[src/rtl/ctxc_pkg.sv]
package ctxc_pkg;
  localparam int SID_W = 16;
  localparam int BUS_LSB = 8;

  typedef enum logic {
    GS_RUN   = 1'b0,
    GS_SWEEP = 1'b1
  } gen_state_e;

  // function mask code to compared devfn low bits
  function automatic logic [2:0] fm_to_mask(input logic [1:0] fm);
    logic [2:0] m;
    case (fm)
      2'd0:    m = 3'b000;
      2'd1:    m = 3'b100;
      2'd2:    m = 3'b110;
      default: m = 3'b111;
    endcase
    return m;
  endfunction
endpackage

[src/rtl/ctxc_gen_ctrl.sv]
module ctxc_gen_ctrl
  import ctxc_pkg::*;
#(
  parameter int SLOTS = 16,
  parameter int GEN_W = 32,
  localparam int IDX_W = (SLOTS > 1) ? $clog2(SLOTS) : 1
) (
  input  logic             clk,
  input  logic             rst_n,
  input  logic             inv_g,
  output logic [GEN_W-1:0] gen_q,
  output logic [GEN_W-1:0] gen_d,
  output logic             busy,
  output logic             sweep_clr,
  output logic [IDX_W-1:0] sweep_idx
);
  localparam logic [GEN_W-1:0] GEN_MAX = '1;
  localparam logic [GEN_W-1:0] GEN_ONE = GEN_W'(1);
  localparam logic [IDX_W-1:0] LAST    = IDX_W'(SLOTS - 1);

  gen_state_e       state_q, state_d;
  logic [IDX_W-1:0] idx_q, idx_d;

  always_comb begin
    state_d = state_q;
    gen_d   = gen_q;
    idx_d   = idx_q;
    case (state_q)
      GS_RUN: begin
        if (inv_g) begin
          gen_d = gen_q + GEN_ONE;
          if (gen_d == GEN_MAX) begin
            state_d = GS_SWEEP;
            idx_d   = '0;
          end
        end
      end
      default: begin
        if (idx_q == LAST) begin
          gen_d   = GEN_ONE;
          state_d = GS_RUN;
        end else begin
          idx_d = idx_q + IDX_W'(1);
        end
      end
    endcase
  end

  always_ff @(posedge clk or negedge rst_n) begin
    if (!rst_n) begin
      state_q <= GS_RUN;
      gen_q   <= GEN_ONE;
      idx_q   <= '0;
    end else begin
      state_q <= state_d;
      gen_q   <= gen_d;
      idx_q   <= idx_d;
    end
  end

  assign busy      = (state_q == GS_SWEEP);
  assign sweep_clr = busy;
  assign sweep_idx = idx_q;

  // stamp value 0 is reserved for stale slots, never the live generation
  a_r1_gen_nonzero: assert property (@(posedge clk) disable iff (!rst_n)
    gen_q != '0);

  a_r4_gen_step: assert property (@(posedge clk) disable iff (!rst_n)
    (!busy && inv_g && gen_q != GEN_MAX - GEN_ONE) |=> gen_q == $past(gen_q) + GEN_ONE);

  a_r5_sweep_enter: assert property (@(posedge clk) disable iff (!rst_n)
    (!busy && inv_g && gen_q == GEN_MAX - GEN_ONE) |=> busy && gen_q == GEN_MAX);

  a_r5_sweep_exit: assert property (@(posedge clk) disable iff (!rst_n)
    $fell(busy) |-> gen_q == GEN_ONE);
endmodule

[src/rtl/ctxc_match.sv]
module ctxc_match
  import ctxc_pkg::*;
#(
  parameter int SLOTS = 16,
  parameter int GEN_W = 32
) (
  input  logic [SLOTS-1:0][SID_W-1:0] key_q,
  input  logic [SLOTS-1:0][GEN_W-1:0] tag_q,
  input  logic [GEN_W-1:0]            gen_q,
  input  logic [GEN_W-1:0]            gen_post,
  input  logic [SID_W-1:0]            lk_sid,
  input  logic [SID_W-1:0]            fill_sid,
  input  logic                        inv_d,
  input  logic [SID_W-1:0]            inv_sid,
  input  logic [1:0]                  inv_fm,
  output logic [SLOTS-1:0][GEN_W-1:0] tag_post,
  output logic [SLOTS-1:0]            lk_hit_vec,
  output logic [SLOTS-1:0]            fresh_vec,
  output logic [SLOTS-1:0]            fill_hit_vec
);
  logic [2:0]       dmask;
  logic [SLOTS-1:0] dev_sel;

  assign dmask = fm_to_mask(inv_fm);

  for (genvar i = 0; i < SLOTS; i++) begin : g_slot
    assign dev_sel[i] = (key_q[i][SID_W-1:BUS_LSB] == inv_sid[SID_W-1:BUS_LSB]) &&
                        (((key_q[i][2:0] ^ inv_sid[2:0]) & dmask) == 3'b000);
    assign tag_post[i]     = (inv_d && dev_sel[i]) ? '0 : tag_q[i];
    assign fresh_vec[i]    = (tag_q[i] == gen_q);
    assign fill_hit_vec[i] = fresh_vec[i] && (key_q[i] == fill_sid);
    assign lk_hit_vec[i]   = (tag_post[i] == gen_post) && (key_q[i] == lk_sid);
  end
endmodule

[src/rtl/ctxc_alloc.sv]
module ctxc_alloc #(
  parameter int SLOTS = 16,
  localparam int IDX_W = (SLOTS > 1) ? $clog2(SLOTS) : 1
) (
  input  logic             clk,
  input  logic             rst_n,
  input  logic             do_fill,
  input  logic [SLOTS-1:0] fill_hit_vec,
  input  logic [SLOTS-1:0] fresh_vec,
  output logic [IDX_W-1:0] tgt_idx
);
  localparam logic [IDX_W-1:0] LAST = IDX_W'(SLOTS - 1);

  logic [IDX_W-1:0] rr_q, rr_d;
  logic             replace;

  assign replace = do_fill && !(|fill_hit_vec) && (&fresh_vec);

  always_comb begin
    tgt_idx = rr_q;
    for (int i = SLOTS - 1; i >= 0; i--) begin
      if (!fresh_vec[i]) tgt_idx = IDX_W'(i);
    end
    for (int i = SLOTS - 1; i >= 0; i--) begin
      if (fill_hit_vec[i]) tgt_idx = IDX_W'(i);
    end
  end

  always_comb begin
    rr_d = rr_q;
    if (replace) rr_d = (rr_q == LAST) ? '0 : rr_q + IDX_W'(1);
  end

  always_ff @(posedge clk or negedge rst_n) begin
    if (!rst_n) rr_q <= '0;
    else        rr_q <= rr_d;
  end

  a_r9_keep_own_slot: assert property (@(posedge clk) disable iff (!rst_n)
    (do_fill && |fill_hit_vec) |-> fill_hit_vec[tgt_idx]);

  a_r9_free_before_victim: assert property (@(posedge clk) disable iff (!rst_n)
    (do_fill && !(&fresh_vec) && !(|fill_hit_vec)) |-> !fresh_vec[tgt_idx]);
endmodule

[src/rtl/ctx_gen_cache.sv]
module ctx_gen_cache
  import ctxc_pkg::*;
#(
  parameter int SLOTS   = 16,
  parameter int GEN_W   = 32,
  parameter int ENTRY_W = 128,
  localparam int IDX_W  = (SLOTS > 1) ? $clog2(SLOTS) : 1
) (
  input  logic               clk,
  input  logic               rst_n,
  input  logic               lk_req,
  input  logic [15:0]        lk_sid,
  input  logic               fill_req,
  input  logic               fill_fault,
  input  logic [15:0]        fill_sid,
  input  logic [ENTRY_W-1:0] fill_entry,
  input  logic               inv_glb,
  input  logic               inv_dev,
  input  logic [15:0]        inv_sid,
  input  logic [1:0]         inv_fm,
  output logic               busy,
  output logic               rsp_valid,
  output logic               rsp_hit,
  output logic [ENTRY_W-1:0] rsp_entry
);
  logic [SLOTS-1:0][SID_W-1:0]   key_q;
  logic [SLOTS-1:0][GEN_W-1:0]   tag_q, tag_d, tag_post;
  logic [SLOTS-1:0][ENTRY_W-1:0] entry_q;
  logic [SLOTS-1:0]              lk_hit_vec, fresh_vec, fill_hit_vec;
  logic [GEN_W-1:0]              gen_q, gen_d;
  logic [IDX_W-1:0]              sweep_idx, tgt_idx;
  logic                          sweep_clr, accept, inv_g, inv_d, do_fill;
  logic                          rsp_valid_d, rsp_hit_d;
  logic [ENTRY_W-1:0]            rd_entry, rsp_entry_d;

  assign accept  = !busy;
  assign inv_g   = inv_glb && accept;
  assign inv_d   = inv_dev && accept;
  assign do_fill = fill_req && !fill_fault && accept && !inv_glb && !inv_dev;

  ctxc_gen_ctrl #(.SLOTS(SLOTS), .GEN_W(GEN_W)) u_gen (
    .clk       (clk),
    .rst_n     (rst_n),
    .inv_g     (inv_g),
    .gen_q     (gen_q),
    .gen_d     (gen_d),
    .busy      (busy),
    .sweep_clr (sweep_clr),
    .sweep_idx (sweep_idx)
  );

  ctxc_match #(.SLOTS(SLOTS), .GEN_W(GEN_W)) u_match (
    .key_q        (key_q),
    .tag_q        (tag_q),
    .gen_q        (gen_q),
    .gen_post     (gen_d),
    .lk_sid       (lk_sid),
    .fill_sid     (fill_sid),
    .inv_d        (inv_d),
    .inv_sid      (inv_sid),
    .inv_fm       (inv_fm),
    .tag_post     (tag_post),
    .lk_hit_vec   (lk_hit_vec),
    .fresh_vec    (fresh_vec),
    .fill_hit_vec (fill_hit_vec)
  );

  ctxc_alloc #(.SLOTS(SLOTS)) u_alloc (
    .clk          (clk),
    .rst_n        (rst_n),
    .do_fill      (do_fill),
    .fill_hit_vec (fill_hit_vec),
    .fresh_vec    (fresh_vec),
    .tgt_idx      (tgt_idx)
  );

  // stamp next state: sweep clear, then fill stamp, else post-invalidation value
  always_comb begin
    for (int i = 0; i < SLOTS; i++) begin
      tag_d[i] = tag_post[i];
      if (sweep_clr && sweep_idx == IDX_W'(i))     tag_d[i] = '0;
      else if (do_fill && tgt_idx == IDX_W'(i))    tag_d[i] = gen_q;
    end
  end

  always_ff @(posedge clk or negedge rst_n) begin
    if (!rst_n) tag_q <= '0;
    else        tag_q <= tag_d;
  end

  // payload storage: written only on an enabled fill, no reset needed
  always_ff @(posedge clk) begin
    for (int i = 0; i < SLOTS; i++) begin
      if (do_fill && tgt_idx == IDX_W'(i)) begin
        key_q[i]   <= fill_sid;
        entry_q[i] <= fill_entry;
      end
    end
  end

  always_comb begin
    rd_entry = '0;
    for (int i = 0; i < SLOTS; i++) begin
      if (lk_hit_vec[i]) rd_entry = rd_entry | entry_q[i];
    end
  end

  assign rsp_valid_d = lk_req && accept;
  assign rsp_hit_d   = rsp_valid_d && (|lk_hit_vec);
  assign rsp_entry_d = rsp_hit_d ? rd_entry : '0;

  always_ff @(posedge clk or negedge rst_n) begin
    if (!rst_n) begin
      rsp_valid <= 1'b0;
      rsp_hit   <= 1'b0;
      rsp_entry <= '0;
    end else begin
      rsp_valid <= rsp_valid_d;
      rsp_hit   <= rsp_hit_d;
      rsp_entry <= rsp_entry_d;
    end
  end

  a_r2_single_hit: assert property (@(posedge clk) disable iff (!rst_n)
    $onehot0(lk_hit_vec));

  a_r2_miss_zero: assert property (@(posedge clk) disable iff (!rst_n)
    (rsp_valid && !rsp_hit) |-> rsp_entry == '0);

  a_r2_hit_needs_req: assert property (@(posedge clk) disable iff (!rst_n)
    rsp_hit |-> rsp_valid);

  a_r3_fill_stamp: assert property (@(posedge clk) disable iff (!rst_n)
    do_fill |=> tag_q[$past(tgt_idx)] == $past(gen_q));

  a_r5_sweep_clears: assert property (@(posedge clk) disable iff (!rst_n)
    busy |=> tag_q[$past(sweep_idx)] == '0);

  a_r7_busy_silent: assert property (@(posedge clk) disable iff (!rst_n)
    busy |=> !rsp_valid);
endmodule

[config.mk]
export PLATFORM = sky130hd
export DESIGN_NAME = ctx_gen_cache
export DESIGN_NICKNAME = d
export VERILOG_FILES = /design/src/rtl/ctxc_pkg.sv /design/src/rtl/ctxc_gen_ctrl.sv /design/src/rtl/ctxc_match.sv /design/src/rtl/ctxc_alloc.sv /design/src/rtl/ctx_gen_cache.sv
export SDC_FILE = /design/constraint.sdc
export NUM_CORES = 2
export LEC_CHECK = 0
export ABC_AREA = 1
export BUFFER_PORTS_ARGS = -buffer_cell sky130_fd_sc_hd__buf_2
export CAP_MARGIN = 20
export CORE_ASPECT_RATIO = 2
export CORE_UTILIZATION = 25
export DETAILED_ROUTE_END_ITERATION = 10
export PLACE_DENSITY = 0.4
export SLEW_MARGIN = 10
export SYNTH_ARGS = -nofsm -noshare
export SYNTH_HDL_FRONTEND = slang
export SYNTH_SLANG_ARGS = --single-unit
[constraint.sdc]
create_clock -name clk -period 8.8 [get_ports clk]
set_input_delay 0 -clock clk [delete_from_list [all_inputs] [get_ports clk]]
set_output_delay 0 -clock clk [all_outputs]
set_load 0.1 [all_outputs]
After elaboration in Yosys (flattened, before gate mapping)
Cells that the tools add are included.

storage, ports and cells
  input bits = 185
  flip-flop bits (word level) = 2987

cells by class
  add/subtract/negate cells = 3
  equal/unequal tests = 115
  bitwise logic cells = 47
  multiplexer cells = 110
  reduce and logical (&&, ||, !) cells = 136

operators with widths
  cell                     number
  $mux W128                17
  $or A128 B128 Y128       15
  $mux W32                 51
  $eq A32 B32 Y1           32
  $eq A16 B16 Y1           32
  $mux W4                  37
  $eq A8 B8 Y1             16
  $logic_and A1 B1 Y1      106
  $eq A4 B4 Y1 const B     17
  $and A3 B3 Y3            16
  $logic_not A3 Y1         16
  $xor A3 B3 Y3            16
  $add A32 B1 Y32 const B  1
  $eq A32 B32 Y1 const B   1
  $eq A4 B3 Y1 const B     8
  $reduce_or A16 Y1        2
  $eq A4 B2 Y1 const B     4
  $reduce_and A16 Y1       1
  $pmux W3 S3              1
  $add A4 B1 Y4 const B    2
  $eq A4 B1 Y1 const B     2
  $logic_not A4 Y1         2
  $logic_not A1 Y1         5
  $mux W1                  4
  other kinds (6)          7

Longest topological paths before layout
  word-level depth = 41
  mapped depth = 47
  depth with buffers taken out = 43

By module
Synthesis repeated with hierarchy kept, for this count alone.

unflattened totals
  cell total of the unflattened synthesis = 16362
  area, all modules = 144144.5 µm²

modules (own cells, without submodules)
  module         area an instance (µm²)  seq. area each (µm²)  cells each  times used
  ctx_gen_cache  111567.0                85251.8               9722        1
  ctxc_match     29440.7                 0.0                   6142        1
  ctxc_gen_ctrl  2539.9                  927.1                 379         1
  ctxc_alloc     596.8                   100.1                 119         1

Worst setup path before layout
No wires, ideal clock.

  path type = register -> register
  from = register u_gen.gen_q[0]
  to = register tag_q[244] in the netlist's numbering
  data arrival time = 7527 ps
  library setup time = 337 ps
  required time = 8463 ps
  cell stages (with the launch flop) = 38
  setup slack = 936 ps
  path through = dfstp_2 buf_2 buf_2 xnor2_1 nand4_1 nor4_1 nand2_1 nor2_1 nand2_1 nand2_1 nand2_1 nand2_1 nand2_1 nand2_1 nand2_1 nand2_1 nand2_1 nand2_1 (+2 left out) nand2_1 nand2_1 nand2_1 nand2_1 nand2_1 nand2_1 nand2_1 nand2_1 nand2_1 nand2_1 nand2_1 nand2_1 nand2_1 nand2_1 nand3_1 inv_1 clkbuf_1 a21oi_1

RTL lines
  what                      line                 RTL
  start: declaration        ctxc_gen_ctrl.sv:11  output logic [GEN_W-1:0] gen_q,
  start signal: assignment  ctxc_gen_ctrl.sv:56  gen_q <= gen_d;
  end signal: assignment    ctx_gen_cache.sv:88  else tag_q <= tag_d;
  end: declaration          ctx_gen_cache.sv:27  logic [SLOTS-1:0][GEN_W-1:0] tag_q, tag_d, tag_post;

Final worst setup path
  from = register u_gen.gen_q[1]
  to = register entry_q[1241] in the netlist's numbering (enable)

on the way
  longest elaborated chain between the ends = 35

ends and longest elaborated chain
  what                            line                 RTL
  $eq A32 B32 Y1                  ctxc_match.sv:30     assign fresh_vec[i] = (tag_q[i] == gen_q);
  $mux W4 (16 in series)          ctxc_alloc.sv:22     if (!fresh_vec[i]) tgt_idx = IDX_W'(i);
  $mux W4 (15 in series)          ctxc_alloc.sv:25     if (fill_hit_vec[i]) tgt_idx = IDX_W'(i);
  $mux W4 (*)                     ctxc_alloc.sv:25
  $eq A4 B4 Y1 (*)                ctx_gen_cache.sv:94  if (do_fill && tgt_idx == IDX_W'(i)) begin
  $logic_and A1 B1 Y1 (*)         ctx_gen_cache.sv:94
  end signal: indexed assignment  ctx_gen_cache.sv:96  entry_q[i] <= fill_entry;
  end: declaration                ctx_gen_cache.sv:28  logic [SLOTS-1:0][ENTRY_W-1:0] entry_q;

Every way passes the cells marked *; elsewhere a longest branch is shown, timed or not.
A chain may end at the register's enable or synchronous reset.

==> key figures <==
Clock tree
  – Clock latency at the later pin of the worst-skew pair: 960 ps
  – Clock Pin Slew Worst Setup and Hold Paths: ~70 ps
  – Root buf cell: clkbuf_16
  – CTS tree: done
  – H-Tree Depth: 5
  – Num CTS Buffers: 290
  – Clock sinks: between 2k and 3k
  – Clk buf depth: 4

STA
  – Fin Setup TNS: 0 ps
  – Fmax achieved: 0.134 GHz
  – Final min period: around 7500 ps
  – Fin crit share: ~85%
  – Worst slew pin tran: ~1200 ps
  – Max Transition Viols Final: 0
  – Final setup viols: 0
  – Max-slew headroom: between 15 and 20%
  – Final Skew: around 94 ps
  – WHS: 49.2 ps
  – RSZ-0062 raised after global routing: false
  – Final Hold Vio Count: 0

GRT
  – Antenna violations before repair: about 80
  – First-pass GRT wire length: a little under 900000 um
  – Number of global-route vias before repair: about 110k
  – Largest net degree at the start of global routing: between 100 and 150
  – Total grt overflow: 0
  – Gr usage total: 22.3%

Synthesis
  – Register bit total from synthesis: between 2k and 3k
  – Top-area cell type share of the netlist area: 49.3%
  – Warnings from Yosys: 0
  – Count of cell types in the netlist: 65
  – Mean Syn Cell Area: between 9 and 10 um^2
  – Syn Inst Count: between 10k and 15k
  – Synthesized Nets: 14.8k
  – Leading area contributor after synthesis: edfxtp_1
  – Mapped cell area: 140000 um^2
  – EDFF count, synth: about 2.3k
  – Predominant post-synthesis flop cell: edfxtp_1
  – Sequential fraction of the synthesis area: around 60%
  – Post-synthesis async set-or-reset flop share: between 20% and 30%
  – Top post-synthesis cells by area: edfxtp_1 49%, nand2_1 14%, dfrtp_1 12%

Power
  – VDD IR max: between 150 and 200 uV
  – Leakage: about 70 nW
  – Power Total: between 30 and 40 mW
  – PwrDens: between 150 and 200 nW/um^2

Placed design
  – Number of port buffers: a little over 300
  – GPL Wtd Cong: 0.979
  – Hpwl dp: between 400000 and 500000 um

Detailed routing
  – Post-DRT Antenna Nets: 0
  – Wire per inst: 28.3 um
  – Initial DRC Count: just under 8k
  – Routed vias: approximately 110k
  – Routed WL: approximately 650000 um
  – Pre-Repair DR Iteration Count: 6
  – Via/cell ratio: between 4 and 5
  – DRC: 0

Run
  – Max Cap Violations: 0

Worst setup path
  – Crit Path Class: reg2reg
  – Slowest Stage Delay on Critical Path: about 900 ps
  – Crit path top cell by count: nand2_1
  – Slowest cell on the critical path: nand4_1
  – Critical Path End Type: register
  – WP data arrival: 8070 ps
  – Worst Setup Start Kind: register
  – Crit Path Max Fanout: 43
  – Worst path required time: about 9400 ps

Min path
  – Hold Path Class: in2reg

Final layout
  – Area grow syn2layout: 17.7%
  – Nets: approximately 15k
  – Fraction of layout cells with a size suffix above 1: between 10% and 20%

Floorplan
  – Cell Rows: 388
  – I/O pin count: around 320
  – Core area: ~560000 um^2
  – Die width: 532 um
  – Die Y: around 1100 um
  – Starting Density: about a quarter
  – Die Area: about 560000 um^2

Status
  – Outcome: complete, no violations
[cells in the final DEF, fill, tap and decap left out, types with 20 or more instances in the layout]
master         instances
inv_8                 26
nor4_1               142
or2_2                113
buf_4                413
buf_2                309
clkinv_2              44
nor3_1                71
clkbuf_1              64
xnor2_1              520
o22ai_1               28
clkbuf_8              23
dfrtp_1              661
dlygate4sd3_1        192
xor2_1               597
nand3_1              203
o21ai_0              231
dfrtp_2               21
a21oi_1              223
nand2_1             5214
edfxtp_1            2304
nor4_2                20
buf_12               108
nand2_2               25
nand4_1              546
diode_2               41
clkbuf_16            293
inv_1                779
o2111ai_1             37
clkinv_1              57
nor2_1              1840
bufinv_16             28
[report_power, final]
part	internal [mW]	switching (mW)	leakage (nW)
Combinational	0.636	1.99	35.5
Clock	7.21	5.99	4.66
Sequential	15.3	0.0754	30.1
Total	23.1	8.06	70.2
[state kept, by name, indices dropped and copies added (netlist names)]
| register | cells |
|---|---|
| u_gen.gen_q | 32 |
| key_q | 256 |
| u_gen.sweep_idx | 4 |
| u_alloc.rr_q | 4 |
| u_gen.busy | 1 |
| entry_q | 2048 |
| rsp_hit | 1 |
| tag_q | 512 |
| rsp_valid | 1 |
| rsp_entry | 128 |
[cell type report]
type,count,area (um^2)
fillers,58800,393000
flip-flops and latches,2987,86300
multi-input cells,9995,47800
well taps,7410,9270
repair buffers,1026,8790
clock buffers,380,7890
inverters,843,3370
clock inverters,144,1650
diodes,41,103
[worst max-delay path: cells and delay by family (launching register included)]
kind,cells,cell delay (ps)
AND/OR/NAND/NOR,25,3580
buffers and inverters,5,2480
flip-flops,1,790
[worst paths after layout]
path | from | end | slack [ps] | cells past startpoint
min in group asynchronous | rst_n | tag_q[292]$_DFF_PN0_ | 250 | 4
worst max register to register | u_gen.gen_q[1]$_DFF_PN0_ | entry_q[1241]$_DFFE_PP_ | 1320 | 30
worst min-delay path | inv_dev | u_alloc.rr_q[3]$_DFFE_PN0P_ | 50 | 8
worst max-delay path | u_gen.gen_q[1]$_DFF_PN0_ | entry_q[1241]$_DFFE_PP_ | 1320 | 30
worst min register to register | u_alloc.rr_q[2]$_DFFE_PN0P_ | u_alloc.rr_q[2]$_DFFE_PN0P_ | 490 | 1
max in group asynchronous | rst_n | u_gen.gen_q[18]$_DFF_PN0_ | 6900 | 5
[cell usage after synthesis (4+ instances only)]
cell type / n
nand3_1: 205
a221oi_1: 8
clkbuf_1: 322
xnor2_1: 520
o21ai_2: 7
nand2_1: 5229
a21oi_1: 225
nor4_1: 162
or2_2: 113
buf_2: 303
buf_4: 22
clkinv_1: 19
a31oi_1: 4
a22o_1: 4
edfxtp_1: 2304
xor2_1: 597
nor2_1: 1847
o21ai_1: 24
nand2_2: 13
nor3b_1: 8
dfrtp_1: 682
nor2_2: 9
ha_1: 7
nand4_1: 546
o22ai_1: 33
or3_1: 4
o21ai_0: 232
nand3_2: 5
buf_6: 28
o211ai_1: 8
nor3_1: 74
a2111oi_0: 18
nor3_2: 5
inv_2: 14
o21ai_4: 5
o2111ai_1: 37
buf_1: 102
a211oi_1: 6
inv_1: 806
[logic make-up after synthesis]
kind of cell             Yosys count  share of synthesized area [%]
AND/OR/NAND/NOR                 8252                           24.1
flip-flops                      2987                           61.5
buffers and inverters           1623                           4.84
XOR/XNOR                        1117                           6.97
AO/OA/AOI/OAI                    618                           2.52
adder cells (fa/ha/maj)            7                         0.0624
multiplexers                       1                        0.00803
[through the flow]
step	instances	utilization, %	setup slack, ps	instance area [um^2]
CTS	22800	29.6	1420	165000
detailed placement	22100	27.5	1470	154000
global placement	22100	27.5	1360	154000
global route	22800	29.6	1230	165000
floorplan	14600	-	936	140000
finish	22800	29.6	1320	165000
[what timing repair did]
item / in CTS / in global routing
setup buffers: 0 / 0
gates resized for setup: 0 / 0
endpoints found under the hold margin: 2668 / 0
hold buffers: 193 / 0
[routing by layer]
metal / vias to the layer above / routed length [um] / track usage [%]
li1: 48800 / - / -
met1: 53800 / 230000 / 23.1
met2: 3124 / 332000 / 41.0
met3: 1403 / 27800 / 3.03
met4: 60 / 57200 / 16.8
met5: - / 383 / 0
Power figures use the tool's default switching activity.
